$ cat config.mk
export PLATFORM = sky130hd
export DESIGN_NAME = pwm_evt_unit
export DESIGN_NICKNAME = d
export VERILOG_FILES = /design/src/rtl/pwm_evt_pkg.sv /design/src/rtl/pwm_evt_regs.sv /design/src/rtl/pwm_evt_ctrl.sv /design/src/rtl/pwm_evt_datapath.sv /design/src/rtl/pwm_evt_outs.sv /design/src/rtl/pwm_evt_unit.sv
export SDC_FILE = /design/constraint.sdc
export NUM_CORES = 1
export LEC_CHECK = 0
export CAP_MARGIN = 20
export CORE_ASPECT_RATIO = 0.6
export CORE_MARGIN = 1
export CORE_UTILIZATION = 30
export DETAILED_ROUTE_END_ITERATION = 8
export GPL_ROUTABILITY_DRIVEN = 0
export GPL_TIMING_DRIVEN = 0
export SYNTH_ARGS = -nofsm -noshare
export SYNTH_HDL_FRONTEND = slang
export SYNTH_HIERARCHICAL = 1
export SYNTH_SLANG_ARGS = --single-unit
$ cat constraint.sdc
create_clock -name clk -period 4.2 [get_ports clk]
set_input_delay 0.42 -clock clk [delete_from_list [all_inputs] [get_ports clk]]
set_output_delay 0.42 -clock clk [all_outputs]
set_load 0.01 [all_outputs]
$ cat src/rtl/pwm_evt_pkg.sv
package pwm_evt_pkg;

  typedef enum logic [1:0] {
    CONF_HOLD   = 2'd0,
    CONF_SET    = 2'd1,
    CONF_CLEAR  = 2'd2,
    CONF_TOGGLE = 2'd3
  } conflictE;

  typedef struct packed {
    logic run;   // counter advances, events take effect
    logic wrap;  // counter returns to zero this edge
    logic load;  // active match set takes reload values this edge
  } ctrlStrobesT;

endpackage

$ cat src/rtl/pwm_evt_regs.sv
module pwm_evt_regs
  import pwm_evt_pkg::*;
#(
  parameter int CNT_W   = 32,
  parameter int NUM_EVT = 5,
  parameter int NUM_OUT = 2,
  parameter int ADDR_W  = 5
) (
  input  logic                              clk,
  input  logic                              rstN,
  input  logic                              wrEn,
  input  logic [ADDR_W-1:0]                 wrAddr,
  input  logic [CNT_W-1:0]                  wrData,
  output logic [NUM_EVT-1:0][CNT_W-1:0]     reloadQ,
  output logic [NUM_OUT-1:0][NUM_EVT-1:0]   setMaskQ,
  output logic [NUM_OUT-1:0][NUM_EVT-1:0]   clrMaskQ,
  output conflictE [NUM_OUT-1:0]            confQ
);

  localparam int SET_BASE  = 8;
  localparam int CLR_BASE  = 16;
  localparam int CONF_BASE = 24;

  always_ff @(posedge clk or negedge rstN) begin
    if (!rstN) begin
      reloadQ  <= '0;
      setMaskQ <= '0;
      clrMaskQ <= '0;
      for (int o = 0; o < NUM_OUT; o++) confQ[o] <= CONF_HOLD;
    end else if (wrEn) begin
      for (int e = 0; e < NUM_EVT; e++) begin
        if (wrAddr == ADDR_W'(e)) reloadQ[e] <= wrData;
      end
      for (int o = 0; o < NUM_OUT; o++) begin
        if (wrAddr == ADDR_W'(SET_BASE + o))  setMaskQ[o] <= wrData[NUM_EVT-1:0];
        if (wrAddr == ADDR_W'(CLR_BASE + o))  clrMaskQ[o] <= wrData[NUM_EVT-1:0];
        if (wrAddr == ADDR_W'(CONF_BASE + o)) confQ[o]    <= conflictE'(wrData[1:0]);
      end
    end
  end

endmodule

$ cat src/rtl/pwm_evt_ctrl.sv
module pwm_evt_ctrl
  import pwm_evt_pkg::*;
(
  input  logic        haltReq,
  input  logic        limitHit,
  output ctrlStrobesT strb
);

  always_comb begin
    strb.run  = ~haltReq;
    strb.wrap = ~haltReq & limitHit;
    // halted: track reload values; running: only at the wrap edge
    strb.load = haltReq | limitHit;
  end

endmodule

$ cat src/rtl/pwm_evt_datapath.sv
module pwm_evt_datapath
  import pwm_evt_pkg::*;
#(
  parameter int CNT_W   = 32,
  parameter int NUM_EVT = 5
) (
  input  logic                          clk,
  input  logic                          rstN,
  input  ctrlStrobesT                   strb,
  input  logic [NUM_EVT-1:0][CNT_W-1:0] reloadQ,
  output logic [CNT_W-1:0]              cntQ,
  output logic [NUM_EVT-1:0][CNT_W-1:0] matchAct,
  output logic [NUM_EVT-1:0]            evtHit
);

  always_ff @(posedge clk or negedge rstN) begin
    if (!rstN) begin
      cntQ <= '0;
    end else if (strb.wrap) begin
      cntQ <= '0;
    end else if (strb.run) begin
      cntQ <= cntQ + CNT_W'(1);
    end
  end

  always_ff @(posedge clk or negedge rstN) begin
    if (!rstN) begin
      matchAct <= '0;
    end else if (strb.load) begin
      matchAct <= reloadQ;
    end
  end

  for (genvar e = 0; e < NUM_EVT; e++) begin : g_cmp
    assign evtHit[e] = (cntQ == matchAct[e]);
  end

endmodule

$ cat src/rtl/pwm_evt_outs.sv
module pwm_evt_outs
  import pwm_evt_pkg::*;
#(
  parameter int NUM_EVT = 5,
  parameter int NUM_OUT = 2
) (
  input  logic                            clk,
  input  logic                            rstN,
  input  ctrlStrobesT                     strb,
  input  logic [NUM_EVT-1:0]              evtHit,
  input  logic [NUM_OUT-1:0][NUM_EVT-1:0] setMaskQ,
  input  logic [NUM_OUT-1:0][NUM_EVT-1:0] clrMaskQ,
  input  conflictE [NUM_OUT-1:0]          confQ,
  output logic [NUM_OUT-1:0]              pwmOut
);

  logic [NUM_EVT-1:0] evtFire;
  logic [NUM_OUT-1:0] nxtOut;

  assign evtFire = evtHit & {NUM_EVT{strb.run}};

  function automatic logic resolveLevel(input logic cur, input logic setHit,
                                        input logic clrHit, input conflictE mode);
    logic res;
    res = cur;
    if (setHit && clrHit) begin
      case (mode)
        CONF_HOLD:   res = cur;
        CONF_SET:    res = 1'b1;
        CONF_CLEAR:  res = 1'b0;
        CONF_TOGGLE: res = ~cur;
        default:     res = cur;
      endcase
    end else if (setHit) begin
      res = 1'b1;
    end else if (clrHit) begin
      res = 1'b0;
    end
    return res;
  endfunction

  for (genvar o = 0; o < NUM_OUT; o++) begin : g_route
    logic setHit;
    logic clrHit;
    assign setHit    = |(evtFire & setMaskQ[o]);
    assign clrHit    = |(evtFire & clrMaskQ[o]);
    assign nxtOut[o] = resolveLevel(pwmOut[o], setHit, clrHit, confQ[o]);
  end

  always_ff @(posedge clk or negedge rstN) begin
    if (!rstN) pwmOut <= '0;
    else       pwmOut <= nxtOut;
  end

endmodule

$ cat src/rtl/pwm_evt_unit.sv
module pwm_evt_unit
  import pwm_evt_pkg::*;
#(
  parameter int CNT_W   = 32,
  parameter int NUM_EVT = 5,
  parameter int NUM_OUT = 2,
  parameter int ADDR_W  = 5
) (
  input  logic               clk,
  input  logic               rstN,
  input  logic               haltReq,
  input  logic               wrEn,
  input  logic [ADDR_W-1:0]  wrAddr,
  input  logic [CNT_W-1:0]   wrData,
  output logic [NUM_OUT-1:0] pwmOut
);

  logic [NUM_EVT-1:0][CNT_W-1:0]   reloadQ;
  logic [NUM_OUT-1:0][NUM_EVT-1:0] setMaskQ;
  logic [NUM_OUT-1:0][NUM_EVT-1:0] clrMaskQ;
  conflictE [NUM_OUT-1:0]          confQ;
  ctrlStrobesT                     strb;
  logic [CNT_W-1:0]                cntQ;
  logic [NUM_EVT-1:0][CNT_W-1:0]   matchAct;
  logic [NUM_EVT-1:0]              evtHit;

  pwm_evt_regs #(
    .CNT_W(CNT_W), .NUM_EVT(NUM_EVT), .NUM_OUT(NUM_OUT), .ADDR_W(ADDR_W)
  ) regs_i (
    .clk(clk), .rstN(rstN), .wrEn(wrEn), .wrAddr(wrAddr), .wrData(wrData),
    .reloadQ(reloadQ), .setMaskQ(setMaskQ), .clrMaskQ(clrMaskQ), .confQ(confQ)
  );

  pwm_evt_ctrl ctrl_i (
    .haltReq(haltReq), .limitHit(evtHit[0]), .strb(strb)
  );

  pwm_evt_datapath #(
    .CNT_W(CNT_W), .NUM_EVT(NUM_EVT)
  ) dp_i (
    .clk(clk), .rstN(rstN), .strb(strb), .reloadQ(reloadQ),
    .cntQ(cntQ), .matchAct(matchAct), .evtHit(evtHit)
  );

  pwm_evt_outs #(
    .NUM_EVT(NUM_EVT), .NUM_OUT(NUM_OUT)
  ) outs_i (
    .clk(clk), .rstN(rstN), .strb(strb), .evtHit(evtHit),
    .setMaskQ(setMaskQ), .clrMaskQ(clrMaskQ), .confQ(confQ), .pwmOut(pwmOut)
  );

endmodule

[Word level (Yosys, flattened, before mapping)]
Index checks and enable logic that the tools add are counted.
Cells by class
  add/sub/neg operators: 1
  equality and inequality tests: 24
  multiplexer cells: 10
  bitwise operators: 10
  reduce and logical (&&, ||, !) cells: 24
Operators by type and width (count)
  32-bit == test: 5
  32-bit two-way mux: 2
  32-bit by 1-bit adder with 32-bit output (second input constant): 1
  2-bit AND reduction: 13
  5-bit AND: 5
  5-bit == test (second input constant): 4
  5-bit OR reduction: 4
  5-bit by 2-bit == test with 1-bit output (second input constant): 2
  5-bit by 4-bit == test with 1-bit output (second input constant): 2
  2-bit == test (second input constant): 4
  1-bit two-way mux: 6
  1-bit case mux with 3 select lines: 2
  3-bit nonzero test: 2
  5-bit by 1-bit == test with 1-bit output (second input constant): 1
  5-bit by 3-bit == test with 1-bit output (second input constant): 1
  5-bit logical NOT: 1
  2-bit by 1-bit == test with 1-bit output (second input constant): 2
  2-bit logical NOT: 2
  2-bit inequality test (second input constant): 2
  1-bit NOT: 3
  1-bit logical AND: 2
  2-bit by 1-bit inequality test with 1-bit output (second input constant): 1
  1-bit AND: 1
  1-bit OR: 1
Storage, ports and cells
  bits in registers: 378
  output and inout port bits: 2

[Longest topological paths before layout]
  depth in word-level cells: 7
  gate-level depth with buffers: 12
  mapped depth without buffers: 9

[By module]
The synthesis kept the hierarchy.
By module, submodules not included
  pwm_evt_datapath: instances 1, cells each 763, area each 9534.1 um^2, sequential area each 4804.6 um^2
  pwm_evt_regs: instances 1, cells each 403, area each 6940.4 um^2, sequential area each 4604.4 um^2
  pwm_evt_outs: instances 1, cells each 23, area each 186.4 um^2, sequential area each 50.0 um^2
  pwm_evt_ctrl: instances 1, cells each 3, area each 16.3 um^2, sequential area each 0.0 um^2

[Worst setup path before layout]
No wires, ideal clock.
  kind: register to register
  from: reg dp_i.cntQ[15]
  to: reg dp_i.cntQ[26]
  data arrival time: 2.724 ns
  slack: 1.398 ns
  stages on the path, launching flop included: 13
  buffers on the path: 3
  cell sequence: dfrtp_1 > buf_2 > xor2_1 > nor4_1 > nand4_1 > nor2_1 > nor2b_1 > buf_4 > o2111a_1 > buf_4 > nand4_2 > or4_1 > a21oi_1
RTL lines
  from (decl): line pwm_evt_datapath.sv:11  | output logic [CNT_W-1:0] cntQ,
  from (signal assigned): line pwm_evt_datapath.sv:22  | cntQ <= cntQ + CNT_W'(1);

==> impl_metrics.yaml <==
place:
  port_buffers: 42
  dp_hpwl_um: 33560
  dp_slack_ns: -0.03526
  placed_area_um2: 18080
  dp_cells: 1951
worst_setup_path:
  r2r_end: "dp_i/cntQ[31]"
  cp_num_cells: 11
  critPathSlowestCell: "nor4_1"
  cp_cell_sequence: "clkbuf_1 > xor2_1 > nor4_1 > nand4_1 > nor2_2 > nor2b_1 > buf_4 > o211a_1 > nand3_1 > nor4_2 > mux2_2"
  slowest_delay_ns: 0.48
  reg2reg_from: "dp_i/cntQ[30]"
  cp_num_buf_inv: 2
  end_kind: "flip-flop"
  ff2ff_path_depth: 11
  worstPathArrival_ns: 4.34
  start_kind: "flip-flop"
  critical_path.top_delay_family: "simple AND/OR/NAND/NOR gates"
  critical_path.max_fanout: 10
  rrSetupSlack_ns: 0.27
  critical_path_class: "flip-flop to flip-flop"
  worst_ep_required_time_ns: 4.61
synth:
  synth_seq_cells: 378
  ys.flop_type: "dfrtp_1"
  synth_most_common_cell: "dfrtp_1"
  postSynthAreaPerCell_um2: 13.99
  yosysTopAreaCellShare: 0.5672
  synth-async-reset-ratio: 1.000
  yosysTopAreaCell: "dfrtp_1"
  synthTopCellsByCount: "378 x dfrtp_1, 341 x mux2_2, 170 x xor2_1, 42 x nor4_1, 28 x buf_2"
  synthCells: 1192
  syn-cell-area_um2: 16680
  syn_nets: 1234
  synth.top_cells.by_area: "dfrtp_1 57%, mux2_2 23%, xor2_1 8.9%, nor4_1 1.6%, buf_4 0.90%"
  seq_area_frac_synth: 0.5672
  synth.distinct_cells: 39
  synth-edff-count: 0
  yosys_warnings: 6
global_route:
  grt_pass1_wl_um: 69330
  gr-max-usage-layer: "met1"
  grtUsageTotal: 0.1666
  grt_pass1_vias: 10394
  grt-ovfl-total: 0
  globalRouteMet1Util: 0.2641
  grtUsageMet2: 0.2171
  antenna_found_initial: 0
  grt_max_degree: 121
  gr-usage-met3: 0.05105
cts:
  root_buffer: "clkbuf_16"
  cts_setup_buffers: 0
  clock_sinks: 378
  cts_buffers: 37
  htreeDepth: 2
  cts_buffer_depth: 3
  clk_latency_ns: 0.55
  cts_tree: "yes"
  clk_pin_slew_ns: 0.06
detailed_routing:
  ant_nets: 0
  drc_errors: 0
  firstDrtPassIters: 5
  wl_um: 45940
  wl_per_cell_um: 22.77
  vias: 10069
  via_per_inst: 4.990
  drt_iter0_drc: 902
layout:
  drive_above_1_share: 0.3658
  final_nets: 1319
  final_cells: 2018
  syn2layout_area_growth_pct: 16.23
  antennaDiodeCount: 0
  stdcell_area_um2: 19380
  utilization: 0.3556
floorplanning:
  dieArea_um2: 56570
  fp.dieH_um: 184.6
  initial_core_util: 0.3060
  fp-row-count: 66
  pin_count: 43
  core_area_um2: 54500
  fp.dieW_um: 306.4
sta:
  slew_headroom: 0.2456
  fin_setup_tns_ns: 0
  setup_slack_ns: 0.2717
  setup_viol: 0
  grt_setup_unrepaired: "no"
  whs_ns: 0.4555
  tightestPinTransition_ns: 1.121
  hold_viol_final: 0
  skew_ns: 0.03319
  period_share: 0.9353
  max_freq_mhz: 254.6
  maxSlewViolCount: 0
  min_period_ns: 3.928
power:
  power_frac_clock: 0.339
  power_frac_comb: 0.190
  internal_power_mw: 7.350
  leakage_nw: 9.321
  power.switching_mw: 3.070
  p_per_area_nw_per_um2: 537.5
  ir_drop_mv: 0.2855
  pwr-share-seq: 0.471
  p_sw_frac: 0.2946
  p_total_mw: 10.42
status:
  status: "complete, no violations"
hold_path:
  worstHoldPathType: "input port to asynchronous set/reset pin"
run:
  max_cap_violations: 0
[how the worst max path moves through the flow]
stage,from,to
floorplan,dp_i/cntQ[15],dp_i/cntQ[26]
global placement,rstN,regs_i/reloadQ[103]
detailed placement,dp_i/cntQ[22],dp_i/matchAct[90]
CTS,dp_i/cntQ[22],dp_i/matchAct[3]
global route,dp_i/cntQ[30],dp_i/cntQ[31]
finish,dp_i/cntQ[30],dp_i/cntQ[31]
[registers in the layout, summed over array words and instances, names as in the netlist]
name	count
dp_i/cntQ	32
dp_i/matchAct	160
outs_i/pwmOut	2
regs_i/clrMaskQ	10
regs_i/confQ	4
regs_i/reloadQ	160
regs_i/setMaskQ	10
[cell type report]
cell class	instances	area, um^2
plain buffers	79	491.7
fillers	5224	35120
flip-flops and latches	378	9459
multi-input cells	732	6733
clock inverters	16	180.2
clock buffers	50	1097
repair buffers	46	518.0
inverters	3	11.26
well taps	714	893.4
[routing by layer]
metal | vias up | wire length [um] | share of wire
li1 | 4388 | - | -
met1 | 5333 | 23850 | 0.52
met4 | 0 | 631 | 0.014
met5 | - | 0 | 0
met3 | 52 | 3901 | 0.085
met2 | 296 | 17560 | 0.38
[cell families after synthesis]
kind of cell             count (synthesis)  share of synthesized area
buffers and inverters                   82                    0.03001
AND/OR/NAND/NOR                        161                    0.05739
flip-flops                             378                     0.5672
multiplexers                           348                     0.2349
XOR/XNOR                               172                    0.09033
AO/OA/AOI/OAI                           50                    0.01943
adder cells (fa/ha/maj)                  1                  0.0007501
[cell usage in the layout (no fill, tap or decap), types with 11 or more instances in the layout]
| master | Yosys | final |
|---|---|---|
| dfrtp_1 | 378 | 378 |
| mux2_2 | 341 | 341 |
| xor2_1 | 170 | 170 |
| clkdlybuf4s50_1 | 0 | 41 |
| nor4_1 | 42 | 40 |
| clkbuf_16 | 0 | 39 |
| buf_2 | 28 | 28 |
| nor2_1 | 25 | 24 |
| clkbuf_1 | 19 | 20 |
| buf_4 | 20 | 20 |
| a21oi_1 | 20 | 20 |
| nand4_1 | 19 | 19 |
| nand2_1 | 18 | 18 |
| nand3_1 | 13 | 13 |
| buf_6 | 11 | 11 |
[timing repair]
| action | in CTS | in global routing |
|---|---|---|
| pin swaps | 0 | 0 |
| resized for setup | 1 | 5 |
| setup endpoints to repair | 10 | 25 |
| cloned | 0 | 0 |
| hold buffers | 1 | 0 |
| hold endpoints to repair | 75 | 0 |
[power groups by stage]
stage / clock network (mW) / logic [mW] / registers [mW]
floorplan: 0 / 1.25 / 4.75
global placement: 0 / 1.88 / 4.95
detailed placement: 0 / 1.93 / 4.96
CTS: 3.61 / 1.94 / 4.90
global route: 3.77 / 2.11 / 4.99
finish: 3.53 / 1.98 / 4.91
Power figures use the tool's default switching activity.
